[src/rtl/txcol_pkg.sv]
package txcol_pkg;
  localparam int CNT_W  = 4;
  localparam int BYTE_W = 8;

  typedef logic [CNT_W-1:0] cnt_t;

  // Saturating increment: at the all-ones value the count stays put.
  function automatic cnt_t sat_inc(input cnt_t v);
    if (v == {CNT_W{1'b1}}) return v;
    return v + cnt_t'(1);
  endfunction

  // Place the count in the low bits of the read byte, zeros above.
  function automatic logic [BYTE_W-1:0] pack_byte(input cnt_t v);
    return {{(BYTE_W-CNT_W){1'b0}}, v};
  endfunction
endpackage

[src/rtl/txcol_track.sv]
module txcol_track (
  input  logic clk,
  input  logic rst_n,
  input  logic go_i,
  input  logic end_i,
  output logic active_o
);
  always_ff @(posedge clk or negedge rst_n) begin
    if (!rst_n)     active_o <= 1'b0;
    else if (go_i)  active_o <= 1'b1;
    else if (end_i) active_o <= 1'b0;
  end
endmodule

[src/rtl/txcol_counter.sv]
module txcol_counter
  import txcol_pkg::*;
(
  input  logic clk,
  input  logic rst_n,
  input  logic clr_i,
  input  logic zero_i,
  input  logic inc_i,
  output cnt_t cnt_o
);
  cnt_t cnt_nx;

  always_comb begin
    cnt_nx = cnt_o;
    if (clr_i || zero_i) cnt_nx = '0;
    else if (inc_i)      cnt_nx = sat_inc(cnt_o);
  end

  always_ff @(posedge clk or negedge rst_n) begin
    if (!rst_n) cnt_o <= '0;
    else        cnt_o <= cnt_nx;
  end
endmodule

[src/rtl/txcol_flags.sv]
module txcol_flags (
  input  logic clk,
  input  logic rst_n,
  input  logic clr_i,
  input  logic col_i,
  input  logic abt_i,
  output logic col_flag_o,
  output logic abt_flag_o
);
  always_ff @(posedge clk or negedge rst_n) begin
    if (!rst_n) begin
      col_flag_o <= 1'b0;
      abt_flag_o <= 1'b0;
    end else if (clr_i) begin
      col_flag_o <= 1'b0;
      abt_flag_o <= 1'b0;
    end else begin
      if (col_i) col_flag_o <= 1'b1;
      if (abt_i) abt_flag_o <= 1'b1;
    end
  end
endmodule

[src/rtl/txcol_count_reg.sv]
module txcol_count_reg
  import txcol_pkg::*;
(
  input  logic              clk,
  input  logic              rst_n,
  input  logic              tx_go_i,
  input  logic              col_hit_i,
  input  logic              tx_ok_i,
  input  logic              tx_abort_i,
  output logic [BYTE_W-1:0] ncol_byte_o,
  output logic              col_seen_o,
  output logic              abort_seen_o
);
  // Named internal events, used by the bound checker.
  logic active;
  logic clr_ev;
  logic col_ev;
  logic abt_ev;
  logic end_ev;
  cnt_t cnt;

  // The start command wins over every MAC strobe in the same cycle.
  assign clr_ev = tx_go_i;
  assign col_ev = active & col_hit_i  & ~tx_go_i;
  assign abt_ev = active & tx_abort_i & ~tx_go_i;
  assign end_ev = active & (tx_ok_i | tx_abort_i) & ~tx_go_i;

  txcol_track u_track (
    .clk      (clk),
    .rst_n    (rst_n),
    .go_i     (clr_ev),
    .end_i    (end_ev),
    .active_o (active)
  );

  txcol_counter u_counter (
    .clk    (clk),
    .rst_n  (rst_n),
    .clr_i  (clr_ev),
    .zero_i (abt_ev),
    .inc_i  (col_ev),
    .cnt_o  (cnt)
  );

  txcol_flags u_flags (
    .clk        (clk),
    .rst_n      (rst_n),
    .clr_i      (clr_ev),
    .col_i      (col_ev),
    .abt_i      (abt_ev),
    .col_flag_o (col_seen_o),
    .abt_flag_o (abort_seen_o)
  );

  assign ncol_byte_o = pack_byte(cnt);
endmodule

[config.mk]
export PLATFORM = sky130hd
export DESIGN_NAME = txcol_count_reg
export DESIGN_NICKNAME = d
export VERILOG_FILES = /design/src/rtl/txcol_pkg.sv /design/src/rtl/txcol_track.sv /design/src/rtl/txcol_counter.sv /design/src/rtl/txcol_flags.sv /design/src/rtl/txcol_count_reg.sv
export SDC_FILE = /design/constraint.sdc
export NUM_CORES = 1
export LEC_CHECK = 0
export BUFFER_PORTS_ARGS = -buffer_cell sky130_fd_sc_hd__buf_2
export CORE_AREA = 2 2 39 41
export DETAILED_ROUTE_END_ITERATION = 16
export DIE_AREA = 0 0 41 43
export GPL_TIMING_DRIVEN = 0
export PLACE_DENSITY = 0.54
export SYNTH_ARGS = -nofsm -noshare
export SYNTH_HDL_FRONTEND = slang
export SYNTH_SLANG_ARGS = --single-unit
[constraint.sdc]
create_clock -name clk -period 1.5 [get_ports clk]
set_input_delay 0.075 -clock clk [delete_from_list [all_inputs] [get_ports clk]]
set_output_delay 0.075 -clock clk [all_outputs]
set_load 0.03 [all_outputs]
==> results of run 1 <==
==> power groups by stage <==
| stage | logic [mW] | clock network, mW | registers [mW] |
|---|---|---|---|
| after floorplan | 0.0382 | 0 | 0.218 |
| final | 0.0738 | 0.176 | 0.204 |
| after global routing | 0.0813 | 0.193 | 0.205 |
| after CTS | 0.0744 | 0.181 | 0.204 |
| after global placement | 0.0720 | 0 | 0.207 |
| after detailed placement | 0.0722 | 0 | 0.207 |
==> area by class of cell <==
cell class,count,area share
multi-input combinational,28,0.341
clock buffer,4,0.0547
sequential,7,0.365
buffer,4,0.0625
timing repair buffer,12,0.135
tap,16,0.0417
==> synthesized netlist by cell type (all sizes together) <==
cell type,count,area share
dfrtp,7,0.49
a21oi,4,0.056
buf,4,0.084
nor2,4,0.042
a21o,2,0.042
nor3,2,0.028
o21ai,2,0.028
a211oi,1,0.021
a41oi,1,0.024
and2,1,0.021
and3,1,0.017
and4b,1,0.031
conb,1,0.010
ha,1,0.035
nand2,1,0.017
nand3,1,0.014
nand3b,1,0.021
or3,1,0.017
==> flip-flops by register name, summed over array words and instances, names as in the netlist <==
| signal | cells |
|---|---|
| u_flags.col_flag_o | 1 |
| u_track.active_o | 1 |
| u_counter.cnt_o | 4 |
| u_flags.abt_flag_o | 1 |
==> per-layer routing <==
metal	routed length [microns]	vias to the layer above
li1	-	158
met4	23	0
met5	0	-
met2	286	18
met3	65	3
met1	328	133
==> metrics by stage <==
step	power, mW	setup slack (ns)	util	hold WS, ns	cell area [sq um]
4_1_cts	0.459	0.0776	0.347	0.0193	480
6_report	0.453	0.0744	0.347	0.0194	480
2_1_floorplan	0.257	0.0179	-	-0.221	369
3_3_place_gp	0.279	0.112	0.321	-0.0797	444
5_1_grt	0.479	0.0293	0.347	0.0238	480
3_5_place_dp	0.279	0.0983	0.321	-0.0783	444
==> logic make-up after synthesis <==
kind of cell	after synthesis	share of synthesized area
AOI/OAI and AO/OA	10	0.171
adders and majority gates	1	0.0350
buffers and inverters	4	0.0839
and+or+nand+nor	13	0.210
other	1	0.0105
DFF	7	0.490
==> final timing paths <==
path                                    start                  to  slack [ns]  cells past startpoint
max                        u_counter.cnt_o[0]  u_counter.cnt_o[0]        0.07                      4
min                                   tx_go_i  u_flags.abt_flag_o        0.02                      2
max reg2reg                u_counter.cnt_o[0]  u_counter.cnt_o[0]        0.07                      4
min reg2reg                u_flags.col_flag_o  u_flags.col_flag_o        0.49                      2
max in group asynchronous               rst_n  u_counter.cnt_o[3]        1.16                      2
min in group asynchronous               rst_n    u_track.active_o        0.18                      2
==> repair_timing <==
item / in CTS / in global routing
hold endpoints to repair: 7 / 0
hold buffers: 1 / 0
setup endpoints to repair: 0 / 0
==> flow_metrics.tcl, run 1 <==
set metrics [dict create \
    drc_errors 0 \
    criticalPathCategory "reg -> reg" \
    rsz0062_at_grt "false" \
    setup_viol 0 \
    antenna_found_initial 0 \
    finalHoldViolCount 0 \
    syn_to_final_growth_pct 34.3 \
    postCtsResizedCells 0 \
    grt_util_met3 0.0314 \
    cp_cell_sequence "ha_1 -> and3_1 -> or3_1 -> a21oi_1" \
    multi_input_area_sq_um 164 \
    syn-cell-area_sq_um 358 \
    io_buffers 11 \
    rows 14 \
    pin_count 16 \
    maxCapViolCount 0 \
    track_usage 0.103 \
    busiest_layer "met1" \
    drive_above_1_share 0.382 \
    cts_tree "built" \
    dp_cells 66 \
    grt_util_met2 0.125 \
    hp-class "in -> reg" \
    synth-seq-cells 7 \
    seq_power_share 0.450 \
    met1_usage 0.136 \
    dieArea_sq_mm 0.00176 \
    core_area_sq_mm 0.00138 \
    path_buf_inv 0 \
    syn_inst 36 \
    post-route-min-period_ns 1.43 \
    final_antenna_net_count 0 \
    grt_max_degree 8 \
    netlist-cell-type-count 18 \
    clk_latency_ns 0.26 \
    switching_share 0.282 \
    grt_pass1_wl_microns 1150 \
    p_sw_uw 128 \
    p_comb_frac 0.163 \
    dp_hpwl_microns 523 \
    final_common_cell "buf_2" \
    clock_sinks 7 \
    htreeDepth 1 \
    wl_per_cell_microns 9.92 \
    clk_path_buf_depth 2 \
    ys_seq_area_frac 0.490 \
    critPathTopFamily "simple AND/OR/NAND/NOR gates" \
    vdd_drop_max_mv 0.291 \
    die_w_microns 41 \
    avgSynthCellArea_sq_um 9.94 \
    grt_pass1_vias 279 \
    via_count 312 \
    numCtsBuffers 3 \
    die_y_microns 43 \
    cp_data_arrival_time_ns 1.61 \
    fin_tns_setup_ns 0 \
    diodes 0 \
    internal_power_uw 325 \
    drt_wl_total_microns 704 \
    final_cell_count_no_fill 71 \
    worst_path_largest_cell_delay_ns 0.43 \
    drtPass1Iterations 4 \
    powerDensity_mw_per_mm2 944 \
    cts_root_buf "clkbuf_4" \
    crit_slowest_cell "dfrtp_1" \
    seq_area_sq_um 175 \
    start_util 0.259 \
    drt-vias-per-instance 4.39 \
    critPathCaptureType "flop" \
    yosys_warnings 0 \
    grt-ovfl-total 0 \
    place_congestion 0.661 \
    cp.required_ns 1.68 \
    drt_iter0_markers 1 \
    clock_skew_ns 0.00102 \
    cp_max_fo 6 \
    final_nets 63 \
    slew_violations 0 \
    fin_crit_sh 0.950 \
    num-fill-cells 145 \
    status "finished clean" \
    post_cts_buffers 0 \
    fmax_ghz 0.701 \
    power_frac_clock 0.387 \
    startpoint_type "flop" \
    clk_pin_slew_ns 0.05 \
    layout_common_cells "buf_2, dfrtp_1" \
    leakage_nw 0.257 \
]
(Power assumes the default switching activity.)
==> run 2, diff against run 1 <==
--- a/config.mk
+++ b/config.mk
@@ -7,6 +7,7 @@
 export LEC_CHECK = 0
 export BUFFER_PORTS_ARGS = -buffer_cell sky130_fd_sc_hd__buf_2
 export CORE_AREA = 2 2 39 41
+export CTS_BUF_LIST = sky130_fd_sc_hd__clkbuf_8 sky130_fd_sc_hd__clkbuf_16
 export DETAILED_ROUTE_END_ITERATION = 16
 export DIE_AREA = 0 0 41 43
 export GPL_TIMING_DRIVEN = 0
==> constraint.sdc (replaced) <==
create_clock -name clk -period 1.5 [get_ports clk]
set_input_delay 0.225 -clock clk [delete_from_list [all_inputs] [get_ports clk]]
set_output_delay 0.225 -clock clk [all_outputs]
set_load 0.03 [all_outputs]
==> run 2 against run 1 <==
Sequential share of layout area decreased by 1.4 points. Maximum frequency increased by 0.35%. Core utilization increased by 1.4 points. Global-route usage decreased by 0.30 points. Die area unchanged. Critical path type unchanged. Power increased by 19%. First-iteration DRC count increased by 100%. Via count decreased by 2.2%.
==> flow_metrics.tcl, run 2 (synthesis results as in run 1) <==
set metrics [dict create \
    startpoint_type "flop" \
    clock_skew_ns 0.00287 \
    io_buffers 11 \
    min_from "tx_go_i" \
    pin_count 16 \
    numCtsBuffers 3 \
    track_usage 0.100 \
    via_count 305 \
    cp_data_arrival_time_ns 1.58 \
    start_util 0.259 \
    finalHoldViolCount 0 \
    post-route-min-period_ns 1.42 \
    grt_pass1_vias 274 \
    critPathCaptureType "flop" \
    final_common_cell "buf_2" \
    diodes 0 \
    fin_crit_sh 0.947 \
    critPathTopFamily "simple AND/OR/NAND/NOR gates" \
    largest_reg_flops 4 \
    leakage_nw 0.269 \
    maxCapViolCount 0 \
    grt_max_degree 8 \
    worst_path_largest_cell_delay_ns 0.42 \
    postCtsResizedCells 0 \
    drt_wl_total_microns 695 \
    status "finished clean" \
    cp.required_ns 1.65 \
    min_to "u_flags.abt_flag_o" \
    rr_startpoint "u_counter.cnt_o[0]" \
    clk_latency_ns 0.23 \
    grt-ovfl-total 0 \
    criticalPathCategory "reg -> reg" \
    drc_errors 0 \
    multi_input_area_sq_um 164 \
    cts_tree "built" \
    slew_violations 0 \
    rsz0062_at_grt "false" \
    regMostFlops "u_counter.cnt_o" \
    grt_pass1_wl_microns 1140 \
    fin_tns_setup_ns 0 \
    clk_path_buf_depth 2 \
    cp_max_fo 6 \
    syn_to_final_growth_pct 39.5 \
    antenna_found_initial 0 \
    layout_common_cells "buf_2, dfrtp_1" \
    drive_above_1_share 0.382 \
    drtPass1Iterations 2 \
    hp-class "in -> reg" \
    clock_sinks 7 \
    place_congestion 0.661 \
    final_nets 63 \
    core_area_sq_mm 0.00138 \
    cts_root_buf "clkbuf_8" \
    dp_cells 66 \
    die_y_microns 43 \
    seq_area_sq_um 175 \
    final_antenna_net_count 0 \
    die_w_microns 41 \
    crit_slowest_cell "dfrtp_1" \
    vdd_drop_max_mv 0.464 \
    htreeDepth 1 \
    path_buf_inv 0 \
    final_cell_count_no_fill 71 \
    drt-vias-per-instance 4.30 \
    wl_per_cell_microns 9.79 \
    rows 14 \
    reg2reg_to "u_counter.cnt_o[0]" \
    r2r_cells 4 \
    dieArea_sq_mm 0.00176 \
    setup_viol 0 \
    fmax_ghz 0.704 \
    min_path_cells 2 \
    ff2ff_setup_slack_ns 0.08 \
    drt_iter0_markers 2 \
    clk_pin_slew_ns 0.04 \
    p_total_uw 539 \
    dp_hpwl_microns 523 \
    num-fill-cells 145 \
    powerDensity_mw_per_mm2 1080 \
    cp_cell_sequence "ha_1 -> and3_1 -> or3_1 -> a21oi_1" \
]
[run 2: worst max path at each step]
| stage | from | to | slack [ns] | cells after the start |
|---|---|---|---|---|
| 2_1_floorplan | u_counter.cnt_o[0] | u_counter.cnt_o[0] | 0.02 | 4 |
| 3_3_place_gp | u_counter.cnt_o[0] | u_counter.cnt_o[0] | 0.11 | 4 |
| 3_5_place_dp | u_counter.cnt_o[0] | u_counter.cnt_o[0] | 0.1 | 4 |
| 4_1_cts | u_counter.cnt_o[0] | u_counter.cnt_o[0] | 0.08 | 4 |
| 5_1_grt | u_counter.cnt_o[0] | u_counter.cnt_o[0] | 0.03 | 4 |
| 6_report | u_counter.cnt_o[0] | u_counter.cnt_o[0] | 0.08 | 4 |
[run 2: area by class of cell]
class / count / share of cell area
clock buffers: 3 / 0.0827
multi-input cells: 28 / 0.328
plain buffers: 4 / 0.0602
well taps: 16 / 0.0401
flip-flops and latches: 7 / 0.351
clock inverters: 1 / 0.00752
repair buffers: 12 / 0.130
[run 2: where the power goes]
group	switching [mW]	total, mW	internal [mW]
clock network	0.0833	0.260	0.177
logic	0.0470	0.0737	0.0268
registers	0.00722	0.205	0.197
total	0.137	0.539	0.401
[run 2: metal layers]
layer / track usage / vias to the layer above / wire length [microns]
met5: 0 / - / 0
met4: 0.0800 / 0 / 21
met3: 0.0314 / 2 / 60
met2: 0.125 / 15 / 272
met1: 0.136 / 130 / 340
li1: - / 158 / -
[run 2: stage by stage]
| step | setup WS (ns) | util | instance area [sq um] | hold slack [ns] |
|---|---|---|---|---|
| 6_report | 0.0794 | 0.361 | 499 | 0.202 |
| 5_1_grt | 0.0328 | 0.361 | 499 | 0.210 |
| 3_3_place_gp | 0.112 | 0.321 | 444 | 0.0703 |
| 3_5_place_dp | 0.0983 | 0.321 | 444 | 0.0717 |
| 4_1_cts | 0.0804 | 0.361 | 499 | 0.202 |
| 2_1_floorplan | 0.0179 | - | 369 | -0.0706 |
[run 2: timing repair]
action	in CTS	in global routing
endpoints found under the setup margin	0	0
buffers inserted	0	0
hold endpoints to repair	7	0
hold buffers	1	0
